**config.mk**
```make
export PLATFORM = sky130hd
export DESIGN_NAME = pcfg_slave_port
export DESIGN_NICKNAME = d
export VERILOG_FILES = /design/src/rtl/pcfg_pkg.sv /design/src/rtl/pcfg_bus_sampler.sv /design/src/rtl/pcfg_crc_acc.sv /design/src/rtl/pcfg_seq.sv /design/src/rtl/pcfg_slave_port.sv
export SDC_FILE = /design/constraint.sdc
export NUM_CORES = 1
export LEC_CHECK = 0
export ABC_AREA = 0
export BUFFER_PORTS_ARGS = -buffer_cell sky130_fd_sc_hd__buf_2
export CAP_MARGIN = 5
export CORE_AREA = 2 2 78 58
export DETAILED_ROUTE_END_ITERATION = 7
export DIE_AREA = 0 0 80 60
export PLACE_DENSITY = 0.8
export SLEW_MARGIN = 20
export SYNTH_ARGS = -nofsm -noshare
export SYNTH_HDL_FRONTEND = slang
export SYNTH_SLANG_ARGS = --single-unit
```
**constraint.sdc**
```tcl
create_clock -name cclk -period 3.5 [get_ports cclk]
set_input_delay 0.35 -clock cclk [delete_from_list [all_inputs] [get_ports cclk]]
set_output_delay 0.35 -clock cclk [all_outputs]
set_load 0.05 [all_outputs]
```
**src/rtl/pcfg_pkg.sv**
```systemverilog
package pcfg_pkg;

  localparam int WORD_W = 16;
  localparam logic [WORD_W-1:0] CRC_POLY = 16'h1021;
  localparam logic [WORD_W-1:0] CRC_SEED = 16'hFFFF;

  typedef enum logic [2:0] {
    ST_HOLD  = 3'd0,
    ST_LOAD  = 3'd1,
    ST_ABORT = 3'd2,
    ST_DONE  = 3'd3,
    ST_FAIL  = 3'd4
  } cfg_state_t;

  // One data word folded into the CRC, most significant bit first.
  function automatic logic [WORD_W-1:0] crc_fold(input logic [WORD_W-1:0] acc,
                                                 input logic [WORD_W-1:0] word);
    logic [WORD_W-1:0] r;
    logic fb;
    r = acc;
    for (int i = WORD_W - 1; i >= 0; i--) begin
      fb = r[WORD_W-1] ^ word[i];
      r  = r << 1;
      if (fb) r = r ^ CRC_POLY;
    end
    return r;
  endfunction

endpackage

```
**src/rtl/pcfg_bus_sampler.sv**
```systemverilog
module pcfg_bus_sampler (
  input  logic cclk,
  input  logic prog_n,
  input  logic sel_n,
  input  logic dir_rd,
  output logic abort_evt,
  output logic write_evt
);

  logic prev_sel_n;
  logic prev_dir;

  always_ff @(posedge cclk or negedge prog_n) begin
    if (!prog_n) begin
      prev_sel_n <= 1'b1;
      prev_dir   <= 1'b0;
    end else begin
      prev_sel_n <= sel_n;
      prev_dir   <= dir_rd;
    end
  end

  // Selected across two edges with a different direction: illegal flip.
  assign abort_evt = !sel_n && !prev_sel_n && (dir_rd != prev_dir);
  assign write_evt = !sel_n && !dir_rd && !abort_evt;

endmodule

```
**src/rtl/pcfg_crc_acc.sv**
```systemverilog
module pcfg_crc_acc
  import pcfg_pkg::*;
(
  input  logic              cclk,
  input  logic              prog_n,
  input  logic              step_en,
  input  logic [WORD_W-1:0] word,
  output logic [WORD_W-1:0] crc_q
);

  always_ff @(posedge cclk or negedge prog_n) begin
    if (!prog_n)      crc_q <= CRC_SEED;
    else if (step_en) crc_q <= crc_fold(crc_q, word);
  end

endmodule

```
**src/rtl/pcfg_seq.sv**
```systemverilog
module pcfg_seq
  import pcfg_pkg::*;
#(
  parameter int WORD_COUNT = 4
) (
  input  logic              cclk,
  input  logic              prog_n,
  input  logic              hold_n,
  input  logic              sel_n,
  input  logic              abort_evt,
  input  logic              write_evt,
  input  logic [WORD_W-1:0] word,
  input  logic [WORD_W-1:0] crc_q,
  output logic              in_load,
  output logic              accept_evt,
  output logic              data_accept,
  output logic              crc_ok_evt,
  output logic              crc_bad_evt,
  output logic              done,
  output logic              err_n,
  output logic              busy,
  output logic              abort_flag,
  output logic              wr_valid,
  output logic [WORD_W-1:0] wr_data
);

  localparam int CNT_W = $clog2(WORD_COUNT + 1);
  localparam logic [CNT_W-1:0] LAST_CNT = CNT_W'(WORD_COUNT);

  cfg_state_t       state_q, state_d;
  logic [CNT_W-1:0] cnt_q;
  logic             post_abort_q;
  logic             data_phase;
  logic             check_evt;

  assign in_load     = (state_q == ST_LOAD);
  assign data_phase  = (cnt_q < LAST_CNT);
  assign accept_evt  = in_load && write_evt;
  assign data_accept = accept_evt && data_phase;
  assign check_evt   = accept_evt && !data_phase;
  assign crc_ok_evt  = check_evt && (word == crc_q);
  assign crc_bad_evt = check_evt && (word != crc_q);

  always_comb begin
    state_d = state_q;
    unique case (state_q)
      ST_HOLD:  if (hold_n) state_d = ST_LOAD;
      ST_LOAD: begin
        if (abort_evt)        state_d = ST_ABORT;
        else if (crc_ok_evt)  state_d = ST_DONE;
        else if (crc_bad_evt) state_d = ST_FAIL;
      end
      ST_ABORT: if (sel_n) state_d = ST_LOAD;
      ST_DONE:  state_d = ST_DONE;
      ST_FAIL:  state_d = ST_FAIL;
      default:  state_d = ST_HOLD;
    endcase
  end

  always_ff @(posedge cclk or negedge prog_n) begin
    if (!prog_n) begin
      state_q      <= ST_HOLD;
      cnt_q        <= '0;
      post_abort_q <= 1'b0;
      busy         <= 1'b0;
      wr_valid     <= 1'b0;
      wr_data      <= '0;
    end else begin
      state_q  <= state_d;
      wr_valid <= data_accept;
      busy     <= accept_evt && post_abort_q;
      if (data_accept) begin
        cnt_q   <= cnt_q + 1'b1;
        wr_data <= word;
      end
      if (state_q == ST_ABORT && sel_n) post_abort_q <= 1'b1;
      else if (accept_evt)              post_abort_q <= 1'b0;
    end
  end

  assign done       = (state_q == ST_DONE);
  assign err_n      = (state_q != ST_FAIL);
  assign abort_flag = (state_q == ST_ABORT);

endmodule

```
**src/rtl/pcfg_slave_port.sv**
```systemverilog
module pcfg_slave_port
  import pcfg_pkg::*;
#(
  parameter int WORD_COUNT = 4
) (
  input  logic              cclk,
  input  logic              prog_n,
  input  logic              hold_n,
  input  logic              sel_n,
  input  logic              dir_rd,
  input  logic [WORD_W-1:0] data_in,
  output logic              done,
  output logic              err_n,
  output logic              busy,
  output logic              abort_flag,
  output logic              wr_valid,
  output logic [WORD_W-1:0] wr_data
);

  logic              abort_evt;
  logic              write_evt;
  logic              in_load;
  logic              accept_evt;
  logic              data_accept;
  logic              crc_ok_evt;
  logic              crc_bad_evt;
  logic [WORD_W-1:0] crc_q;

  pcfg_bus_sampler u_sampler (
    .cclk      (cclk),
    .prog_n    (prog_n),
    .sel_n     (sel_n),
    .dir_rd    (dir_rd),
    .abort_evt (abort_evt),
    .write_evt (write_evt)
  );

  pcfg_crc_acc u_crc (
    .cclk    (cclk),
    .prog_n  (prog_n),
    .step_en (data_accept),
    .word    (data_in),
    .crc_q   (crc_q)
  );

  pcfg_seq #(.WORD_COUNT(WORD_COUNT)) u_seq (
    .cclk        (cclk),
    .prog_n      (prog_n),
    .hold_n      (hold_n),
    .sel_n       (sel_n),
    .abort_evt   (abort_evt),
    .write_evt   (write_evt),
    .word        (data_in),
    .crc_q       (crc_q),
    .in_load     (in_load),
    .accept_evt  (accept_evt),
    .data_accept (data_accept),
    .crc_ok_evt  (crc_ok_evt),
    .crc_bad_evt (crc_bad_evt),
    .done        (done),
    .err_n       (err_n),
    .busy        (busy),
    .abort_flag  (abort_flag),
    .wr_valid    (wr_valid),
    .wr_data     (wr_data)
  );

endmodule

```
==> metrics.csv <==
metric,value,unit
Post-synth ARST share,100.0,%
status,"complete, no violations",
layout cell share with drive strength beyond 1,43.30,%
die height,60,um
critical path depth,6,
syn_nets,201,
Worst-Margin Slew,910.3,ps
Fin Setup TNS,0,ps
fin. max-slew vios,0,
Critical Path AT,2540,ps
CP max stage delay,430,ps
Yosys warning count,0,
nets@finish,245,
area share of the largest cell type after synthesis,28.52,%
GRT Residual Overflow,0,
Worst Path Max Fanout,41,
register-to-register path setup slack,1140,ps
Final ANT Viol Nets,0,
Worst Setup End Kind,flip-flop,
"CTS clk-pin slew, worst paths",80,ps
Reg2Reg Depth,6,
ranking of synthesized cells by area,"dfrtp_1, dfstp_2, xnor2_1",
final total power,1.153,mW
most frequent cells after synthesis,"xnor2_1, dfrtp_1, mux2_2, dfstp_2",
final hold slack,179.6,ps
sequential power share,46.3,%
final wirelength,4141,um
clock root cell,clkbuf_8,
Tcrit/Tclk final,67.33,%
Finish-stage setup viols,0,
Post-DP Area,0.002532,sq mm
Combinational Power Share,19.5,%
clock share of power,34.2,%
top-count cell post-synth,xnor2_1,
# IOs,42,
DP Wirelength,3062,um
largest net degree at the start of global routing,44,
Post-Layout Cell Count,279,
Avg WL per Cell,14.84,um
WP buf/inv,1,
top routing layer used,met4,
Setup Buffers After CTS,0,
CTS Buf Count,5,
#FFs+latches synth,43,
reg-to-reg critical path startpoint,u_seq.state_q[0],
Die Wd,80,um
Total GRT Usage,19.38,%
RSZ-0062 raised after global routing,false,
clock latency on the worst-skew pair,300,ps
kind of critical path,reg -> reg,
mapped cell area,0.002281,sq mm
DR DRC count,0,
initial DRC count,59,
first-pass GRT wire length,6768,um
CTS Buffer Depth,2,
drt first pass iters,4,
vias in the first global route,1433,
initial antenna violation count,0,
sequential share of the synthesized area,48.11,%
clock sink count,43,
Vias,1406,
CP max stage cell,dfrtp_1,
minimum clock period,2357,ps
Max-Cap Viols,0,
CP cell instances,nor2b_1 > o21ai_0 > nor4_2 > and2_1 > buf_4 > mux2_2,
Psw,306.4,uW
DR WL met2,1835,um
met3 wire length,245,um
Worst Hold Class,in -> async,
Pint,846.3,uW
H-tree Lvls,2,
Avg Synthesized Cell Area,12.74,sq um
Final Cell Area,0.002650,sq mm
Initial Util,55.58,%
CTS tree,built,
Post-Synthesis Cells,179,
Final Skew,5.477,ps
I/O Buffers,41,
Area Growth Syn to Fin,16.18,%
Reg-to-Reg End,u_seq.wr_data[6],
die area,0.004800,sq mm
count of cell types in the netlist,35,
PwrDens,435.0,mW/mm^2
Max Freq,424.3,MHz
Sw Share,26.58,%
post-cts hold buffer count,0,
"Top FF cell, synth",dfrtp_1,
antenna cell count,0,
final hold violations,0,
cell taking the most area after synthesis,dfrtp_1,
Max-slew headroom,39.31,%
peak supply drop,0.3170,mV
# placed instances,271,
top cell family by delay on the critical path,simple AND/OR/NAND/NOR gates,
Post-Route M1 WL,2018,um
vias per cell,5.039,
Placer Congestion,0.8552,
Site Rows,20,
Post-synth EDFFs,0,
post-CTS sizing,0,
Core Region,0.004104,sq mm
Worst Path Required,3680,ps
nature of the critical path startpoint,flip-flop,
Leak,1.234,nW
-- cell families (layout without fill, tap and decap cells) --
logic type	Yosys count	in the layout	share of synthesized area [%]
buffers and inverters	9	54	1.974
xor gates and xnor gates	57	57	27.10
muxes	22	22	11.03
and+or+nand+nor	32	32	7.406
AOI/OAI and AO/OA	15	15	3.841
DFF	43	43	48.11
adders and majority gates	1	1	0.5485
-- layout make-up --
cell class | instances | area [sq um]
tap | 55 | 68.82
clock buffer | 6 | 82.58
timing repair buffer | 42 | 212.7
clock inverter | 2 | 35.03
fill | 322 | 1454
multi-input combinational | 127 | 1139
sequential | 43 | 1097
inverter | 4 | 15.01
-- registers in the layout, indices dropped and copies added (netlist names) --
| name | count |
|---|---|
| u_sampler.prev_dir | 1 |
| u_crc.crc_q | 16 |
| u_seq.busy | 1 |
| u_seq.post_abort_q | 1 |
| u_seq.cnt_q | 3 |
| u_seq.wr_data | 16 |
| u_sampler.prev_sel_n | 1 |
| u_seq.state_q | 3 |
| u_seq.wr_valid | 1 |
-- power groups by stage --
stage / sequential [mW] / combinational [mW] / clock, mW
global placement: 0.541 / 0.219 / 0
global route: 0.536 / 0.242 / 0.426
finish: 0.534 / 0.225 / 0.394
detailed placement: 0.541 / 0.225 / 0
CTS: 0.533 / 0.226 / 0.401
floorplan: 0.538 / 0.166 / 0
-- layout by cell type (no fill, tap or decap), types with 2 or more instances in the layout --
master,synthesis,layout
xor2_1,11,11
buf_2,3,41
xnor2_2,2,2
clkbuf_8,0,6
nor2b_1,2,2
xnor2_4,2,2
a21oi_1,6,6
and2_1,3,3
mux2_2,21,21
nor2_1,7,7
xnor3_2,2,2
o21ai_0,4,4
xnor2_1,37,37
inv_1,4,4
nand4_1,2,2
dfstp_2,17,17
dfrtp_1,26,26
nand2_1,11,11
-- metal layers --
layer | vias up | track usage [%]
met2 | 39 | 28.93
met1 | 680 | 27.32
li1 | 682 | -
met3 | 5 | 5.740
met4 | 0 | 6.538
met5 | - | 0
-- how the worst max path moves through the flow --
stage / from / endpoint / slack, ps
floorplan: u_seq.state_q[1] / abort_flag / 1490
global placement: sel_n / u_seq.wr_data[1] / 1220
detailed placement: sel_n / u_seq.wr_data[6] / 1120
CTS: u_seq.state_q[0] / u_seq.wr_data[6] / 1150
global route: u_seq.state_q[0] / u_seq.wr_data[0] / 930
finish: u_seq.state_q[0] / u_seq.wr_data[6] / 1140
-- per-stage QoR --
step,setup WS [ps],util (%)
after floorplan,1495,-
after CTS,1154,64.57
after global placement,1217,61.71
after global routing,928.5,64.57
final,1143,64.57
after detailed placement,1116,61.71
(Power assumes the default switching activity.)
